`src/rtl/kbd_drv_pkg.sv`:
```
package kbd_drv_pkg;

    localparam int SEL_W   = 5;
    localparam int DATA_W  = 8;
    localparam int LINES   = 18;
    localparam int CTRL_W  = SEL_W + 2;

    typedef struct packed {
        logic             invert;
        logic             enable;
        logic [SEL_W-1:0] sel;
    } drv_ctrl_t;

    function automatic drv_ctrl_t unpack_ctrl(input logic [DATA_W-1:0] d);
        drv_ctrl_t c;
        c = drv_ctrl_t'(d[CTRL_W-1:0]);
        return c;
    endfunction

    function automatic logic [DATA_W-1:0] pack_ctrl(input drv_ctrl_t c);
        logic [DATA_W-1:0] d;
        d = '0;
        d[CTRL_W-1:0] = c;
        return d;
    endfunction

endpackage

```
`src/rtl/kbd_ctrl_reg.sv`:
```
module kbd_ctrl_reg
    import kbd_drv_pkg::*;
(
    input  logic              clk,
    input  logic              rst,
    input  logic              wr_en,
    input  logic [DATA_W-1:0] wr_data,
    output drv_ctrl_t         ctrl_q,
    output drv_ctrl_t         ctrl_nxt
);

    always_comb begin
        ctrl_nxt = ctrl_q;
        if (wr_en) begin
            ctrl_nxt = unpack_ctrl(wr_data);
        end
    end

    always_ff @(posedge clk) begin
        if (rst) begin
            ctrl_q <= '0;
        end else begin
            ctrl_q <= ctrl_nxt;
        end
    end

endmodule

```
`src/rtl/kbd_line_decode.sv`:
```
module kbd_line_decode
    import kbd_drv_pkg::*;
#(
    parameter int NUM_LINES = LINES
) (
    input  drv_ctrl_t            ctrl,
    output logic [NUM_LINES-1:0] low_en
);

    // One comparator per line; codes at or above NUM_LINES match nothing,
    // so inverted mode then pulls every line low.
    for (genvar i = 0; i < NUM_LINES; i++) begin : g_line
        logic hit;
        assign hit       = (ctrl.sel == SEL_W'(i));
        assign low_en[i] = ctrl.enable & (ctrl.invert ? ~hit : hit);
    end

endmodule

```
`src/rtl/kbd_drive_out.sv`:
```
module kbd_drive_out #(
    parameter int NUM_LINES = 18
) (
    input  logic                 clk,
    input  logic                 rst,
    input  logic [NUM_LINES-1:0] low_nxt,
    output logic [NUM_LINES-1:0] low_q
);

    always_ff @(posedge clk) begin
        if (rst) begin
            low_q <= '0;
        end else begin
            low_q <= low_nxt;
        end
    end

endmodule

```
`src/rtl/kbd_col_driver.sv`:
```
module kbd_col_driver
    import kbd_drv_pkg::*;
#(
    parameter int NUM_LINES = LINES
) (
    input  logic                 clk,
    input  logic                 rst,
    input  logic                 wr_en,
    input  logic [DATA_W-1:0]    wr_data,
    output logic [DATA_W-1:0]    rd_data,
    output logic [NUM_LINES-1:0] drv_low
);

    drv_ctrl_t              ctrl_q;
    drv_ctrl_t              ctrl_nxt;
    logic [NUM_LINES-1:0]   low_nxt;

    kbd_ctrl_reg u_ctrl (
        .clk      (clk),
        .rst      (rst),
        .wr_en    (wr_en),
        .wr_data  (wr_data),
        .ctrl_q   (ctrl_q),
        .ctrl_nxt (ctrl_nxt)
    );

    // Decode the next control value so the lines move on the write edge.
    kbd_line_decode #(.NUM_LINES(NUM_LINES)) u_dec (
        .ctrl   (ctrl_nxt),
        .low_en (low_nxt)
    );

    kbd_drive_out #(.NUM_LINES(NUM_LINES)) u_out (
        .clk     (clk),
        .rst     (rst),
        .low_nxt (low_nxt),
        .low_q   (drv_low)
    );

    assign rd_data = pack_ctrl(ctrl_q);

endmodule

```
`config.mk`:
```
export PLATFORM = sky130hd
export DESIGN_NAME = kbd_col_driver
export DESIGN_NICKNAME = d
export VERILOG_FILES = /design/src/rtl/kbd_drv_pkg.sv /design/src/rtl/kbd_ctrl_reg.sv /design/src/rtl/kbd_line_decode.sv /design/src/rtl/kbd_drive_out.sv /design/src/rtl/kbd_col_driver.sv
export SDC_FILE = /design/constraint.sdc
export NUM_CORES = 1
export LEC_CHECK = 0
export BUFFER_PORTS_ARGS = -buffer_cell sky130_fd_sc_hd__buf_2
export CAP_MARGIN = 20
export CELL_PAD_IN_SITES_DETAIL_PLACEMENT = 1
export CELL_PAD_IN_SITES_GLOBAL_PLACEMENT = 1
export CORE_MARGIN = 2
export CORE_UTILIZATION = 40
export CTS_CLUSTER_SIZE = 25
export DETAILED_ROUTE_END_ITERATION = 6
export GPL_TIMING_DRIVEN = 0
export PLACE_DENSITY = 0.78
export SLEW_MARGIN = 5
export SYNTH_ARGS = -nofsm -noshare
export SYNTH_HDL_FRONTEND = slang
export SYNTH_SLANG_ARGS = --single-unit
```
`constraint.sdc`:
```
create_clock -name clk -period 2.4 [get_ports clk]
set_input_delay 0.24 -clock clk [delete_from_list [all_inputs] [get_ports clk]]
set_output_delay 0.24 -clock clk [all_outputs]
set_load 0.02 [all_outputs]
```
# Word level (Yosys, flattened, before mapping)
# Cells that the tools add are included.
[op_classes] n_mux=19 n_eq_ne=17 reduce_logical=1 bitwise=36
[ops] op="== test 5 x 4 -> 1 bit, second input constant" n=8
[ops] op="== test 5 x 3 -> 1 bit, second input constant" n=4
[ops] op="bitwise AND 1 bit" n=18
[ops] op="two-way mux 1 bit" n=18
[ops] op="NOT 1 bit" n=18
[ops] op="== test 5 x 2 -> 1 bit, second input constant" n=2
[ops] op="== test 5 bit, second input constant" n=2
[ops] op="two-way mux 7 bit" n=1
[ops] op="== test 5 x 1 -> 1 bit, second input constant" n=1
[ops] op="logical NOT 5 bit" n=1
[totals] out_inout_bits=26 in_bits=11 register_bits=25

# Logic depth before layout (Yosys ltp)
# Gate-level depths: netlist of run 1.
[logic_depth] ltp_word=5 depth_mapped=6 ltp_nobuf=3

# Hierarchy
# From an unflattened synthesis of run 1, not the netlist that was laid out.
[unflattened] hier_cells=110 area_unflattened_um2=1166.1
[by_module_without_submodules] mod="kbd_drive_out" instances=1 area_per_inst_um2=489.2 cells_each=37
[by_module_without_submodules] mod="kbd_line_decode" instances=1 area_per_inst_um2=365.4 cells_each=49
[by_module_without_submodules] mod="kbd_ctrl_reg" instances=1 area_per_inst_um2=300.3 cells_each=22
[by_module_without_submodules] mod="kbd_col_driver" instances=1 area_per_inst_um2=11.3 cells_each=2

# Worst setup path before layout of run 1
# No wires, ideal clock.
[synth_timing] kind="reg2reg" startpoint="register, netlist name u_ctrl.ctrl_q[5]" endpoint="register u_out.low_q[10]" required_ns=2.328 slack_ns=0.997 t_arrival_ns=1.332 period_less_slack_ns=1.403 setup_time_ns=0.072 path_buffers=2 stages_incl_launch_ff=6 path_cell_list="dfxtp_1 -> or3b_1 -> a21o_1 -> buf_6 -> buf_8 -> mux2i_1"
[synth_via] elab_chain_cells=2
[synth_rtl] element="two-way mux 7 bit" line="kbd_ctrl_reg.sv:14" rtl="if (wr_en) begin"
[synth_rtl] element="bitwise AND 1 bit" line="kbd_line_decode.sv:15" rtl="assign low_en[i] = ctrl.enable & (ctrl.invert ? ~hit : hit);"
[synth_rtl] element="to (signal assigned)" line="kbd_drive_out.sv:14" rtl="low_q <= low_nxt;"
[synth_rtl] element="to (decl)" line="kbd_drive_out.sv:7" rtl="output logic [NUM_LINES-1:0] low_q"
# No other way between the ends.
# A chain may end at the register's enable or synchronous reset.

# Worst setup path after layout of run 1
[layout_timing] startpoint="register, netlist name u_ctrl.ctrl_q[5]" endpoint="register u_out.low_q[10]"
[layout_via] elab_chain_cells=2
[layout_rtl] element="two-way mux 7 bit" line="kbd_ctrl_reg.sv:14"
[layout_rtl] element="bitwise AND 1 bit" line="kbd_line_decode.sv:15"
# No other way between the ends.

==> results.py, run 1 <==
metrics = {
    "floorplan": {
        "die_area_mm2": 0.00361,
        "num_rows": 20,
        "ios": 37,
        "core_area_mm2": 0.00303,
        "die_width_um": 60.1,
        "start_util_pct": 41.5,
        "die_height_um": 60.1,
    },
    "run": {
        "maxCapViolations": 0,
    },
    "timing": {
        "min_period_over_period_pct": 59.0,
        "fin_skew_ns": 0.0127,
        "final_hold_viol_count": 0,
        "fmax_ghz": 0.706,
        "grt_setup_unrepaired": "false",
        "whs_ns": 0.182,
        "slew_viol_final": 0,
        "fin_tns_setup_ns": 0,
        "fin_crit_ns": 1.42,
        "setup_violations": 0,
    },
    "hold_path": {
        "worstHoldPathType": "input port to register",
        "whs_endpoint": "u_ctrl.ctrl_q[6]",
        "worstHoldStart": "wr_data[6]",
        "whs_path_depth": 3,
    },
    "synth": {
        "synth_area_mm2": 0.00126,
        "yosysTopAreaCell": "dfxtp_1",
        "ys_seq_elements": 25,
        "netlist_instances": 109,
        "synth.area.top_cells": "dfxtp_1, mux2i_1, o22ai_1",
        "synth_area_per_cell_um2": 11.5,
        "yosysTopAreaCellShare_pct": 39.8,
        "yosysUniqueCellTypes": 23,
        "yosysWarningCount": 0,
        "ys_seq_area_share_pct": 39.8,
        "syn_nets": 120,
    },
    "clock_network": {
        "post_cts_buffers": 0,
        "clk_pin_slew_worst_paths_ns": 0.14,
        "clock_latency_ns": 0.33,
        "clk_path_buf_depth": 2,
        "cts_buffers": 3,
        "cts.sinks": 25,
        "cts_hold_buffers": 0,
        "cts_root_buf": "clkbuf_4",
        "htreeDepth": 1,
        "cts_resized": 0,
        "cts_tree": "yes",
    },
    "finish": {
        "num_antenna_cells": 0,
        "areaGrowthSynthToFinish_pct": 19.9,
        "final_area_mm2": 0.00151,
        "final_util_pct": 49.8,
        "drive_gt1_share_pct": 39.7,
        "nets": 158,
    },
    "power": {
        "peakVddDrop_v": 0.000394,
        "cellLeakagePower_nw": 0.755,
        "p_per_area_mw_per_mm2": 522,
    },
    "critical_path": {
        "worstReg2RegEnd": "u_out.low_q[10]",
        "r2r_setup_slack_ns": 0.98,
        "startpoint_type": "register",
        "end_kind": "register",
        "r2r-start": "u_ctrl.ctrl_q[5]",
        "path_max_fanout": 10,
        "cp.arrival_ns": 1.68,
        "worstPathRequired_ns": 2.67,
        "r2r_cells": 5,
        "crit_type": "register to register",
    },
    "place": {
        "dp_hpwl_mm": 2.24,
        "gp_congestion": 0.765,
        "port_buffers": 33,
        "placed_cell_area_mm2": 0.00148,
    },
    "global_route": {
        "grt_pass1_vias": 1027,
        "grt_usage_pct": 17.0,
        "grt_start_max_net_pins": 16,
        "antenna_found_initial": 0,
        "grt_pass1_wl_mm": 4.63,
        "gr-total-overflow": 0,
    },
    "run_status": {
        "status": "completed",
    },
    "route": {
        "drt-pass1-iter-count": 3,
        "drcViolationCount": 0,
        "vias": 976,
        "finalWirelength_mm": 2.81,
        "drt_iter0_drc": 25,
        "wl_per_cell_um": 14.8,
        "vias_per_cell": 5.14,
        "ant_nets": 0,
    },
}
how the worst max path moves through the flow:
stage,startpoint,to,slack (ns),cells after the start
final,u_ctrl.ctrl_q[5],u_out.low_q[10],0.98,5
after global routing,u_ctrl.ctrl_q[5],u_out.low_q[15],0.90,5
after CTS,u_ctrl.ctrl_q[5],u_out.low_q[10],0.96,5
after detailed placement,wr_en,u_out.low_q[10],0.96,7
after global placement,wr_en,u_out.low_q[17],1.00,6
after floorplan,u_ctrl.ctrl_q[5],u_out.low_q[10],1.0,5
worst max-delay path, stage by stage (launching register included):
cell,delay (ns)
dfxtp_1,0.39
or3b_1,0.36
a21o_1,0.20
buf_6,0.14
buf_8,0.13
mux2i_1,0.14
state kept, by name, indices dropped and copies added, names as in the netlist:
signal,count
u_ctrl.ctrl_q,7
u_out.low_q,18
cells by family after synthesis:
group / Yosys count / share of synthesized area (%)
AOI/OAI and AO/OA: 20 / 10.1
buffers and inverters: 9 / 6.47
DFF: 25 / 39.8
muxes: 25 / 19.9
other: 1 / 0.298
and+or+nand+nor: 29 / 23.4
power by group:
group / total [mW] / internal, mW / switching, mW
Sequential: 0.449 / 0.433 / 0.0165
Clock: 0.195 / 0.0638 / 0.131
Combinational: 0.143 / 0.0611 / 0.0815
Total: 0.787 / 0.558 / 0.229
layer usage:
| metal | vias up | GRT usage, % | share of wire, % |
|---|---|---|---|
| li1 | 490 | - | - |
| met1 | 460 | 21.6 | 47 |
| met2 | 21 | 29.0 | 49 |
| met3 | 5 | 3.90 | 3.2 |
| met4 | 0 | 3.81 | 0.78 |
| met5 | - | 0 | 0 |
metrics by stage:
stage          cells  total power [mW]  setup slack [ns]
6_report         190             0.787             0.983
5_1_grt          190             0.825             0.902
4_1_cts          190             0.805             0.962
3_5_place_dp     186             0.602             0.962
3_3_place_gp     186             0.596              1.00
2_1_floorplan    109             0.556             0.997
cell type report:
class	instances	area (µm²)
fillers	349	1520
well taps	44	55.1
repair buffers	33	165
flip-flops and latches	25	500
multi-input cells	75	676
clock buffers	3	22.5
plain buffers	9	81.3
clock inverters	1	7.51
layout by cell type (no fill, tap or decap), drive strengths merged, types with 2 or more instances in the layout:
cell type / instances
a21o: 2
and3b: 3
and4bb: 4
buf: 41
clkbuf: 4
dfxtp: 25
mux2i: 25
nand3b: 2
nor2: 7
nor3b: 3
nor4b: 4
o22ai: 18
cell usage after synthesis:
master    number
and4bb_2       4
a21o_1         2
o22ai_1       18
nand3b_1       2
nand3_1        1
nor4b_2        2
dfxtp_1       25
clkbuf_1       1
buf_6          4
buf_2          2
and3b_1        3
and3_1         1
nor4_4         1
nor3_2         1
mux2i_1       25
and4b_1        1
buf_8          1
nor3b_2        3
conb_1         1
nor2_1         7
or3b_1         1
buf_4          1
nor4b_4        2
Power figures use the tool's default switching activity.
==> run 2, diff against run 1 <==
ABC_AREA = 1   (was unset)
CORE_UTILIZATION = 36   (was 40)
PLACE_DENSITY = 0.77   (was 0.78)
clock period = 1.36 ns   (was 2.4 ns; I/O delays follow)
==> run 2 against run 1 <==
Synthesized area up 5.5%. Count of clock-buffer cells in the layout unchanged. Clock skew down 0.0084 ns. Combinational power rose to 2.6 times the previous value. Die area up 16%. Non-clock buffer count down 1. Critical path depth up 3. Routed wire length up 3.4%. Synthesized cell count up 72%. Register-to-register slack worse by 0.85 ns. Largest power group unchanged.
==> results.py, run 2 <==
metrics = {
    "finish": {
        "drive_gt1_share_pct": 34.7,
        "fin_cells": 273,
        "top_regs": "u_out.low_q (18), u_ctrl.ctrl_q (7)",
        "max_flop_register": "u_out.low_q",
        "final_common_cell": "nand2_1",
        "mostFrequentLayoutCells": "nand2_1, nor2_1, buf_2, dfxtp_1, nand2_2",
        "largest_register_ffs": 18,
        "num_antenna_cells": 0,
        "final_area_mm2": 0.00161,
        "areaGrowthSynthToFinish_pct": 21.0,
        "nets": 237,
    },
    "synth": {
        "synth_xor_xnor_area_share_pct": 0,
        "ys_seq_area_share_pct": 37.7,
        "synth_flop_cell": "dfxtp_1",
        "synth_adder_area_share_pct": 0,
        "synth_area_mm2": 0.00133,
        "synthSimpleGateAreaFrac_pct": 47.9,
        "yosysWarningCount": 0,
        "synth_area_per_cell_um2": 7.09,
        "async_flop_share_pct": 0,
        "yosysTopAreaCell": "dfxtp_1",
        "synth_edf_count": 0,
        "synth-compound-area-share_pct": 4.53,
        "netlist_instances": 187,
        "netlist_top_cells_count": "nand2_1, nor2_1, dfxtp_1",
        "muxShareOfSynthArea_pct": 0,
        "synth.area.top_cells": "dfxtp_1, nand2_1, nor2_1",
        "ys_seq_elements": 25,
        "yosysTopAreaCellShare_pct": 37.7,
        "synth_top_family_by_area": "simple AND/OR/NAND/NOR gates",
        "syn_nets": 198,
        "yosysMostFrequentCell": "nand2_1",
        "yosysUniqueCellTypes": 20,
    },
    "power": {
        "p_per_area_mw_per_mm2": 994,
        "internal-power_mw": 1.09,
        "switching_power_mw": 0.506,
        "peakVddDrop_v": 0.000330,
        "p_comb_share_pct": 23.2,
        "p_seq_share_pct": 48.6,
        "clock_power_share_pct": 28.3,
        "finalPower_mw": 1.60,
        "cellLeakagePower_nw": 0.792,
        "p_sw_share_pct": 31.7,
    },
    "critical_path": {
        "r2r_cells": 8,
        "max_stage_delay_ns": 0.32,
        "startpoint_type": "register",
        "path_max_fanout": 7,
        "cpLargestDelayFamily": "simple AND/OR/NAND/NOR gates",
        "cp.depth": 8,
        "worst-path-buf-inv": 2,
        "crit_type": "register to register",
        "worstPathRequired_ns": 1.53,
        "cp.arrival_ns": 1.40,
        "cp_slowest_cell": "dfxtp_1",
        "crit_chain": "inv_1 > nand2_1 > nand2_4 > inv_1 > nor2_4 > nand3_1 > nand2_1 > nor2_1",
        "end_kind": "register",
    },
    "place": {
        "dpl.cell_count": 269,
        "dpl_worst_slack_ns": 0.0843,
        "dp_hpwl_mm": 2.26,
        "port_buffers": 34,
        "gp_congestion": 0.742,
        "placed_cell_area_mm2": 0.00156,
    },
    "clock_network": {
        "cts.sinks": 25,
        "cts_resized": 0,
        "cts_tree": "yes",
        "clk_pin_slew_worst_paths_ns": 0.09,
        "cts_hold_buffers": 0,
        "cts_root_buf": "clkbuf_8",
        "post_cts_buffers": 0,
        "clock_latency_ns": 0.27,
        "clk_path_buf_depth": 2,
        "cts_buffers": 3,
        "htreeDepth": 1,
    },
    "timing": {
        "fin_tns_setup_ns": 0,
        "min_period_over_period_pct": 90.2,
        "grt_setup_unrepaired": "false",
        "slew_viol_final": 0,
        "fin_skew_ns": 0.00427,
        "worst_slack_ns": 0.133,
        "setup_violations": 0,
        "final_hold_viol_count": 0,
        "fmax_ghz": 0.815,
        "fin_crit_ns": 1.23,
    },
    "floorplan": {
        "die_area_mm2": 0.00419,
        "die_width_um": 64.7,
        "core_area_mm2": 0.00361,
        "die_height_um": 64.7,
        "ios": 37,
        "num_rows": 22,
        "start_util_pct": 36.8,
    },
    "route": {
        "ant_nets": 0,
        "drt_iter0_drc": 27,
        "drcViolationCount": 0,
        "wl_per_cell_um": 10.7,
        "vias": 1222,
        "drt-pass1-iter-count": 3,
        "finalWirelength_mm": 2.91,
        "vias_per_cell": 4.48,
    },
    "global_route": {
        "antenna_found_initial": 0,
        "grt_usage_pct": 15.5,
        "gr-total-overflow": 0,
        "grt_pass1_wl_mm": 5.05,
        "grt_pass1_vias": 1157,
        "grt_start_max_net_pins": 16,
    },
    "run_status": {
        "status": "completed",
    },
    "hold_path": {
        "worstHoldPathType": "input port to register",
        "whs_path_depth": 2,
    },
    "run": {
        "maxCapViolations": 0,
    },
}
==> run 2: changes by cell type after synthesis, sizes merged, moves of 8 or more <==
cell,before,now
nand3,1,12
mux2i,25,0
nand2,0,69
nor2,7,43
o22ai,18,0
inv,0,17
a21oi,0,8
==> run 2: final cells by class <==
cell class | count | area (µm²)
fillers | 486 | 2000
multi-input cells | 138 | 699
flip-flops and latches | 25 | 500
repair buffers | 34 | 170
inverters | 17 | 63.8
plain buffers | 7 | 62.6
well taps | 48 | 60.1
clock buffers | 3 | 41.3
clock inverters | 1 | 7.51
==> run 2: kinds of logic (layout without fill, tap and decap cells) <==
| logic type | count (synthesis) | count (layout) |
|---|---|---|
| simple gates | 125 | 125 |
| flops | 25 | 25 |
| buf+inv | 24 | 62 |
| compound gates | 12 | 12 |
| other cells | 1 | 1 |
==> run 2: metrics by stage <==
stage | util (%) | hold slack (ns)
6_report | 44.5 | 0.174
3_5_place_dp | 43.2 | 0.464
4_1_cts | 44.5 | 0.181
3_3_place_gp | 43.2 | 0.454
2_1_floorplan | - | 0.208
5_1_grt | 44.5 | 0.185
==> run 2: layer usage <==
layer / share of wire [%] / wire [µm] / global-route usage [%]
met1: 48 / 1410 / 20.0
met2: 48 / 1400 / 26.8
met3: 2.5 / 73 / 2.08
met4: 0.79 / 23 / 4.79
met5: 0 / 0 / 0
==> run 2: worst paths after layout <==
| check | startpoint | slack (ns) | to |
|---|---|---|---|
| setup / recovery | u_ctrl.ctrl_q[4] | 0.13 | u_out.low_q[10] |
| hold / removal | rst | 0.17 | u_ctrl.ctrl_q[3] |
| hold reg to reg | u_ctrl.ctrl_q[2] | 0.61 | u_ctrl.ctrl_q[2] |
| setup reg to reg | u_ctrl.ctrl_q[4] | 0.13 | u_out.low_q[10] |
==> run 2: power groups by stage <==
stage | combinational (mW) | clock (mW) | sequential, mW
detailed placement | 0.373 | 0 | 0.793
global placement | 0.370 | 0 | 0.792
global route | 0.413 | 0.500 | 0.778
finish | 0.370 | 0.451 | 0.775
floorplan | 0.237 | 0 | 0.831
CTS | 0.375 | 0.476 | 0.776
